**src/rtl/mgs_pkg.sv**
```systemverilog
package mgs_pkg;
  typedef enum logic [1:0] {
    ST_IDLE   = 2'd0,
    ST_LOAD   = 2'd1,
    ST_WAIT   = 2'd2,
    ST_GLITCH = 2'd3
  } seq_state_t;
endpackage

```
**src/rtl/mgs_edge.sv**
```systemverilog
module mgs_edge (
  input  logic clk,
  input  logic rst,
  input  logic sig_in,
  output logic rise
);
  logic sig_q;

  // Reset to 1 so that a level already high at reset release is not taken as an edge.
  always_ff @(posedge clk) begin
    if (rst) sig_q <= 1'b1;
    else     sig_q <= sig_in;
  end

  assign rise = sig_in & ~sig_q;
endmodule

```
**src/rtl/mgs_table.sv**
```systemverilog
module mgs_table #(
  parameter int DEPTH = 32,
  parameter int AW    = 5,
  parameter int DW    = 46
) (
  input  logic          clk,
  input  logic          we,
  input  logic [AW-1:0] waddr,
  input  logic [DW-1:0] wdata,
  input  logic [AW-1:0] raddr,
  output logic [DW-1:0] rdata
);
  logic [DW-1:0] mem [DEPTH];

  always_ff @(posedge clk) begin
    if (we) mem[waddr] <= wdata;
  end

  // Registered read port, so the table can be inferred as block RAM.
  always_ff @(posedge clk) begin
    rdata <= mem[raddr];
  end
endmodule

```
**src/rtl/mgs_ctrl.sv**
```systemverilog
module mgs_ctrl
  import mgs_pkg::*;
#(
  parameter int IDX_W = 5,
  parameter int CNT_W = 6,
  parameter int OFS_W = 32,
  parameter int REP_W = 14
) (
  input  logic             clk,
  input  logic             rst,
  input  logic             start_req,
  input  logic [CNT_W-1:0] n_entries,
  input  logic [OFS_W-1:0] rd_ofs,
  input  logic [REP_W-1:0] rd_rep,
  output logic [IDX_W-1:0] rd_idx,
  output logic             idle,
  output logic             glitch_en,
  output logic             busy,
  output logic             done
);
  seq_state_t       state, st_n;
  logic [IDX_W-1:0] idx, idx_n;
  logic [OFS_W-1:0] ofs_cnt, ofs_n;
  logic [REP_W-1:0] rep_cnt, rep_n;
  logic             done_n;
  logic             entry_end;
  logic             is_last;

  assign is_last = (CNT_W'(idx) + CNT_W'(1)) == n_entries;

  always_comb begin
    st_n      = state;
    idx_n     = idx;
    ofs_n     = ofs_cnt;
    rep_n     = rep_cnt;
    done_n    = 1'b0;
    entry_end = 1'b0;
    unique case (state)
      ST_IDLE: begin
        idx_n = '0;
        if (start_req && (n_entries != '0)) st_n = ST_LOAD;
      end
      ST_LOAD: begin
        ofs_n = rd_ofs;
        rep_n = rd_rep;
        st_n  = ST_WAIT;
      end
      ST_WAIT: begin
        if (ofs_cnt == '0) begin
          if (rep_cnt != '0) st_n = ST_GLITCH;
          else               entry_end = 1'b1;
        end else begin
          ofs_n = ofs_cnt - OFS_W'(1);
        end
      end
      ST_GLITCH: begin
        if (rep_cnt == REP_W'(1)) entry_end = 1'b1;
        else                      rep_n = rep_cnt - REP_W'(1);
      end
      default: st_n = ST_IDLE;
    endcase
    if (entry_end) begin
      if (is_last) begin
        st_n   = ST_IDLE;
        idx_n  = '0;
        done_n = 1'b1;
      end else begin
        st_n  = ST_LOAD;
        idx_n = idx + IDX_W'(1);
      end
    end
  end

  always_ff @(posedge clk) begin
    if (rst) begin
      state     <= ST_IDLE;
      idx       <= '0;
      ofs_cnt   <= '0;
      rep_cnt   <= '0;
      glitch_en <= 1'b0;
      busy      <= 1'b0;
      done      <= 1'b0;
    end else begin
      state     <= st_n;
      idx       <= idx_n;
      ofs_cnt   <= ofs_n;
      rep_cnt   <= rep_n;
      glitch_en <= (st_n == ST_GLITCH);
      busy      <= (st_n != ST_IDLE);
      done      <= done_n;
    end
  end

  // The read address follows the next index, so the LOAD cycle sees fresh data.
  assign rd_idx = idx_n;
  assign idle   = (state == ST_IDLE);
endmodule

```
**src/rtl/mgs_top.sv**
```systemverilog
module mgs_top #(
  parameter int MAX_ENTRIES = 32,
  parameter int OFS_W       = 32,
  parameter int REP_W       = 14,
  localparam int IDX_W      = (MAX_ENTRIES > 1) ? $clog2(MAX_ENTRIES) : 1,
  localparam int CNT_W      = $clog2(MAX_ENTRIES + 1),
  localparam int ENT_W      = OFS_W + REP_W
) (
  input  logic             clk,
  input  logic             rst,
  input  logic             trig_in,
  input  logic             tbl_we,
  input  logic [IDX_W-1:0] tbl_addr,
  input  logic [OFS_W-1:0] tbl_ofs,
  input  logic [REP_W-1:0] tbl_rep,
  input  logic             cnt_we,
  input  logic [CNT_W-1:0] cnt_val,
  output logic             glitch_en,
  output logic             busy,
  output logic             done
);
  logic             trig_rise;
  logic             idle;
  logic [IDX_W-1:0] rd_idx;
  logic [ENT_W-1:0] rd_word;
  logic [CNT_W-1:0] cnt_q;

  mgs_edge u_edge (
    .clk    (clk),
    .rst    (rst),
    .sig_in (trig_in),
    .rise   (trig_rise)
  );

  mgs_table #(
    .DEPTH (MAX_ENTRIES),
    .AW    (IDX_W),
    .DW    (ENT_W)
  ) u_table (
    .clk   (clk),
    .we    (tbl_we & idle),
    .waddr (tbl_addr),
    .wdata ({tbl_ofs, tbl_rep}),
    .raddr (rd_idx),
    .rdata (rd_word)
  );

  always_ff @(posedge clk) begin
    if (rst) begin
      cnt_q <= '0;
    end else if (cnt_we && idle) begin
      if (cnt_val > CNT_W'(MAX_ENTRIES)) cnt_q <= CNT_W'(MAX_ENTRIES);
      else                               cnt_q <= cnt_val;
    end
  end

  mgs_ctrl #(
    .IDX_W (IDX_W),
    .CNT_W (CNT_W),
    .OFS_W (OFS_W),
    .REP_W (REP_W)
  ) u_ctrl (
    .clk       (clk),
    .rst       (rst),
    .start_req (trig_rise),
    .n_entries (cnt_q),
    .rd_ofs    (rd_word[ENT_W-1:REP_W]),
    .rd_rep    (rd_word[REP_W-1:0]),
    .rd_idx    (rd_idx),
    .idle      (idle),
    .glitch_en (glitch_en),
    .busy      (busy),
    .done      (done)
  );
endmodule

```
**config.mk**
```make
export PLATFORM = sky130hd
export DESIGN_NAME = mgs_top
export DESIGN_NICKNAME = d
export VERILOG_FILES = /design/src/rtl/mgs_pkg.sv /design/src/rtl/mgs_edge.sv /design/src/rtl/mgs_table.sv /design/src/rtl/mgs_ctrl.sv /design/src/rtl/mgs_top.sv
export SDC_FILE = /design/constraint.sdc
export NUM_CORES = 2
export LEC_CHECK = 0
export CORE_MARGIN = 2
export CORE_UTILIZATION = 25
export CTS_BUF_LIST = sky130_fd_sc_hd__clkbuf_4 sky130_fd_sc_hd__clkbuf_8
export CTS_CLUSTER_SIZE = 10
export DETAILED_ROUTE_END_ITERATION = 10
export DONT_BUFFER_PORTS = 1
export REMOVE_ABC_BUFFERS = 1
export SETUP_SLACK_MARGIN = 0.5
export SYNTH_ARGS = -nofsm -noshare
export SYNTH_HDL_FRONTEND = slang
export SYNTH_HIERARCHICAL = 1
export SYNTH_SLANG_ARGS = --single-unit
export TNS_END_PERCENT = 30
```
**constraint.sdc**
```tcl
create_clock -name clk -period 13.1 [get_ports clk]
set_clock_uncertainty 0.15 [all_clocks]
set_input_delay 1.31 -clock clk [delete_from_list [all_inputs] [get_ports clk]]
set_output_delay 1.31 -clock clk [all_outputs]
set_load 0.1 [all_outputs]
```
==> Word-level counts from Yosys, hierarchy flattened <==
Memories as Yosys holds them, arrays and structs flattened. A register that Yosys moved wholly into a read port is not among the register bits.
Index checks and enable logic that the tools add are counted.
{ "totals": {"mem_count": 1, "regBits": 63, "word_cells": 60, "ramBits": 1472, "output_inout_bits": 3} }
{ "mem_list": {"columns": ["memory", "words", "width", "rd", "rd_ports_with_merged_regs", "write_ports", "line_no", "source"], "rows": [
  ["u_table.mem", 32, 46, 1, 1, 1, "mgs_table.sv:13", "logic [DW-1:0] mem [DEPTH];"]
]} }
{ "op_classes": {"n_reduce_logical": 12, "n_eq_ne": 8, "n_mux": 21, "bitwise_logic": 4, "add_sub_neg": 4, "magnitude_cmp": 1} }
{ "op_table": {"columns": ["cell", "count"], "rows": [
  ["32-bit case mux with 2 select lines", 1],
  ["32-bit zero test", 1],
  ["32-bit 2-to-1 mux", 1],
  ["32-bit by 1-bit subtractor with 32-bit output, second input constant", 1],
  ["14-bit case mux with 2 select lines", 1],
  ["5-bit 2-to-1 mux", 3],
  ["14-bit by 1-bit == test with 1-bit output, second input constant", 1],
  ["14-bit 2-to-1 mux", 1],
  ["14-bit nonzero test", 1],
  ["14-bit by 1-bit subtractor with 14-bit output, second input constant", 1],
  ["2-bit 2-to-1 mux", 4],
  ["1-bit 2-to-1 mux", 7],
  ["5-bit by 1-bit adder with 6-bit output, second input constant", 1],
  ["2-bit == test, second input constant", 3],
  ["6-bit == test", 1],
  ["6-bit > comparator, second input constant", 1],
  ["6-bit 2-to-1 mux", 1],
  ["2-bit case mux with 3 select lines", 1],
  ["2-bit nonzero test", 3],
  ["6-bit nonzero test", 1],
  ["5-bit by 1-bit adder with 5-bit output, second input constant", 1],
  ["2-bit inequality test, second input constant", 2],
  ["2-bit AND reduction", 2],
  ["1-bit bitwise AND", 2],
  ["6 further kinds", 8]
]} }

==> Depth between registers and ports, before layout <==
{ "depth": {"depth_word": 7, "ltp_mapped": 16} }

==> By module <==
The synthesis kept the hierarchy.
{ "modules_own_cells": {"columns": ["module", "instances", "area_per_inst_um2", "cells_each"], "rows": [
  ["mgs_table", 1, 58214.6, 3226],
  ["mgs_ctrl", 1, 3567.2, 477],
  ["mgs_top", 1, 289.0, 27],
  ["mgs_edge", 1, 32.5, 3]
]} }

==> Worst setup path after synthesis <==
OpenSTA, ideal clock, no wires.
{ "synth_path": {"kind": "input -> register", "start": "input port tbl_we", "end": "memory u_table.mem[12][0] (enable)", "slack_ns": 8.466, "arrival_ns": 4.035, "required_time_ns": 12.500, "stages": 4, "cell_sequence": "and2_2 > or3b_2 > clkbuf_1 > nor2_1"} }
{ "synth_via": {"elab_chain_cells": 3} }
{ "synth_lines": {"columns": ["item", "line_no", "source"], "rows": [
  ["start: declaration", "mgs_top.sv:12", "input logic tbl_we,"],
  ["1-bit bitwise AND", "mgs_top.sv:41", ".we (tbl_we & idle),"],
  ["1-bit 2-to-1 mux", "mgs_table.sv:16", "if (we) mem[waddr] <= wdata;"],
  ["1-bit 2-to-1 mux (implied by the code)", "mgs_table.sv:16", null],
  ["end: declaration", "mgs_table.sv:13", null]
]} }
Every way passes these cells.

==> Worst setup path in the final report <==
{ "layout_path": {"start": "register u_ctrl.rep_cnt[0]", "end": "register u_table.rdata[18] (read register of u_table.mem)"} }
{ "layout_via": {"elab_chain_cells": 5, "elab_cells_between_ends": 7, "cone_classes": "1 x eq/ne; 5 x mux; 1 x reduce/logical"} }
{ "layout_lines": {"columns": ["item", "line_no", "source"], "rows": [
  ["start: declaration", "mgs_ctrl.sv:24", "logic [REP_W-1:0] rep_cnt, rep_n;"],
  ["start signal: assignment", "mgs_ctrl.sv:87", "rep_cnt <= rep_n;"],
  ["14-bit nonzero test", "mgs_ctrl.sv:50", "if (rep_cnt != '0) st_n = ST_GLITCH;"],
  ["1-bit 2-to-1 mux", "mgs_ctrl.sv:50", null],
  ["1-bit 2-to-1 mux", "mgs_ctrl.sv:49", "if (ofs_cnt == '0) begin"],
  ["1-bit case mux with 2 select lines (*)", "mgs_ctrl.sv:38", "unique case (state)"],
  ["5-bit 2-to-1 mux (*)", "mgs_ctrl.sv:62", "if (entry_end) begin"],
  ["via rd_idx[2]", "mgs_top.sv:24", "logic [IDX_W-1:0] rd_idx;"],
  ["end: declaration", "mgs_table.sv:11", "output logic [DW-1:0] rdata"]
]} }
The timed path passes the listed nets; every way through them passes the cells marked *.
A chain may end at the register's enable or synchronous reset.

==> results.py <==
metrics = {
    "yosys": {
        "synth_edf_count": 1472,
        "syn_area_per_cell_um2": 16.64,
        "synth.distinct_cells": 71,
        "async_flop_share": 0,
        "ys.warnings.count": 6,
        "yosysTopAreaCellShare": 0.7118,
        "ys_ff_latch": 1581,
        "synth_area_um2": 62100,
        "synth_area_leader_cell": "edfxtp_1",
        "yosysSeqAreaShare": 0.7469,
        "synth_flop_cell": "edfxtp_1",
        "synth_area_leaders": "edfxtp_1 71%, mux2i_1 12%, dfxtp_1 3.5%",
        "synthCells": 3733,
    },
    "power": {
        "power_density_nw_per_um2": 147.3,
        "seq_power_share": 0.533,
        "netSwitchingFraction": 0.2113,
        "p_sw_uw": 2220,
        "p_leak_uw": 0.02115,
        "vdd_drop_max_v": 0.00006151,
        "p_clk_frac": 0.425,
        "intPower_uw": 8285,
        "combPwrFrac": 0.042,
    },
    "finish": {
        "final_area_um2": 71300,
        "seqCellArea_um2": 46380,
        "fillers": 24535,
        "drive_above_1_share": 0.1423,
        "area_growth_pct": 14.81,
        "final_common_cell": "edfxtp_1",
        "nets": 3942,
        "multi_input_area_um2": 14660,
        "most-common-layout-cells": "1,472 x edfxtp_1, 738 x mux2i_1, 310 x clkbuf_8",
        "utilization": 0.2894,
    },
    "die": {
        "fp-row-count": 182,
        "io-pin-count": 65,
        "start_util": 0.2521,
        "dieArea_um2": 252400,
        "die_w_um": 502.4,
        "core_um2": 246400,
        "die_h_um": 502.4,
    },
    "clocking": {
        "post-cts-setup-buffers": 0,
        "cts_tree": "done",
        "cts_hold_buffers": 0,
        "cts.clk_slew.worst_paths_ps": 60,
        "numCtsBuffers": 279,
        "cts_max_level": 5,
        "clk_path_buf_depth": 4,
        "clkLatencyLatePin_ps": 960,
        "clock-sinks": 1581,
        "post_cts_resized": 0,
        "clockRootBuffer": "clkbuf_8",
    },
    "drt": {
        "drt_pass1_iterations": 6,
        "wl_per_cell_um": 22.65,
        "viasPerCell": 4.695,
        "initialDrtViolationCount": 3139,
        "drtAntennaViolNets": 0,
        "num_vias": 34680,
        "drc": 0,
        "drt_wl_total_mm": 167.3,
    },
    "worst_setup_path": {
        "cp_max_fo": 50,
        "reg2reg_depth": 15,
        "cp_cell_sequence": "inv_1 -> ha_1 -> or4b_2 -> nor4_1 -> nand4_1 -> a22oi_1 -> o21ai_0 -> nand2_1 -> and2_4 -> buf_4 -> buf_4 -> a22o_1 -> nor3_1 -> a31oi_1 -> nand3_1",
        "cp.required_ps": 13730,
        "cp-end-kind": "register",
        "slowest_delay_ps": 810,
        "crit_top_cell": "buf_4",
        "arrival_ps": 6900,
        "crit_path_top_delay_cell": "buf_4",
        "start_kind": "register",
        "crit_type": "register to register",
    },
    "sta": {
        "fin_ws_ps": 6822,
        "relSlewSlack": 0.08342,
        "slew_violations": 0,
        "post-route-period-util": 0.4792,
        "finalSetupViolations": 0,
        "hold_viol": 0,
        "fin_crit_ps": 6278,
        "grt_setup_unrepaired": "false",
        "tightest_slew_ps": 1372,
        "fmax_mhz": 159.3,
    },
    "global_routing": {
        "grt_max_degree": 128,
        "track_usage": 0.1287,
        "first_global_vias": 33879,
        "antenna_found_initial": 4,
        "grt_overflow_total": 0,
        "grt_first_pass_wirelength_mm": 237.4,
    },
    "flow_run": {
        "cap_violations": 0,
    },
    "placement": {
        "place_ws_ps": 6911,
        "gp_congestion": 0.8069,
        "placed_area_um2": 65830,
        "dp_hpwl_mm": 82.78,
        "portBuffers": 0,
    },
    "status": {
        "outcome": "completed",
    },
    "hold_path": {
        "hold_depth": 1,
        "worstHoldPathType": "primary input to register",
    },
}
## power groups by stage
stage | clock, µW | combinational (µW) | sequential, µW
3_3_place_gp | 0 | 426 | 5700
4_1_cts | 4570 | 432 | 5600
3_5_place_dp | 0 | 429 | 5700
2_1_floorplan | 0 | 458 | 5700
6_report | 4470 | 436 | 5600
5_1_grt | 4790 | 468 | 5600
## synthesized netlist by cell type (54+ instances only)
library cell,instances
dfxtp_1,109
nand3_1,150
edfxtp_1,1472
mux2i_1,738
clkbuf_1,78
nor2_1,76
a21oi_1,177
nand2_1,212
nor3_1,63
a22o_1,95
a31oi_1,54
a22oi_1,146
## worst max-delay path: cells and delay by family, from the launching register on
| family | cells | cell delay (ps) |
|---|---|---|
| AND/OR/NAND/NOR | 7 | 2510 |
| buffers and inverters | 3 | 1650 |
| AO/OA/AOI/OAI | 4 | 1250 |
| flip-flops | 1 | 330 |
| adder cells (fa/ha/maj) | 1 | 150 |
## worst paths after layout
check                  endpoint  slack, ps               start
max           u_table/rdata[18]       6820   u_ctrl/rep_cnt[0]
max reg2reg   u_table/rdata[18]       6820   u_ctrl/rep_cnt[0]
min reg2reg  u_ctrl/ofs_cnt[19]        320  u_ctrl/ofs_cnt[19]
min                    cnt_q[4]        300                 rst
## through the flow
stage,hold slack (ps),total power (µW),TNS [ps],cells
detailed placement,317.1,6134,0,6906
global route,212.7,10860,0,7384
floorplan,293.0,6154,-146700,3519
global placement,311.4,6128,0,6906
CTS,163.3,10600,0,7381
finish,303.5,10510,0,7386
## sequential cells by signal (all words and copies together), names as in the netlist
name,cells
cnt_q,6
u_ctrl/busy,1
u_ctrl/done,1
u_ctrl/glitch_en,1
u_ctrl/idx,5
u_ctrl/ofs_cnt,32
u_ctrl/rep_cnt,14
u_ctrl/state,2
u_edge/sig_q,1
u_table/mem,1472
u_table/rdata,46
## per-layer routing
layer	wire length (µm)	track usage	vias up
li1	-	-	15047
met1	70840	0.1713	17951
met2	76990	0.2005	1366
met3	15190	0.03625	312
met4	4218	0.04450	4
met5	21	0	-
## cells by family after synthesis
kind of cell / synth area share
compound gates: 0.06141
xor+xnor: 0.002539
fa+ha+maj: 0.001007
buf+inv: 0.02204
flops: 0.7469
mux: 0.1191
simple gates: 0.04698
## final cells by class
cell class / instances / area share
clock inverter: 64 / 0.006072
inverter: 5 / 0.0002632
timing repair buffer: 75 / 0.008774
antenna: 5 / 0.0001755
multi-input combinational: 1933 / 0.2055
tap: 3312 / 0.05812
sequential: 1581 / 0.6506
clock buffer: 411 / 0.07048
Note: power is estimated with default switching activity, not from simulation.
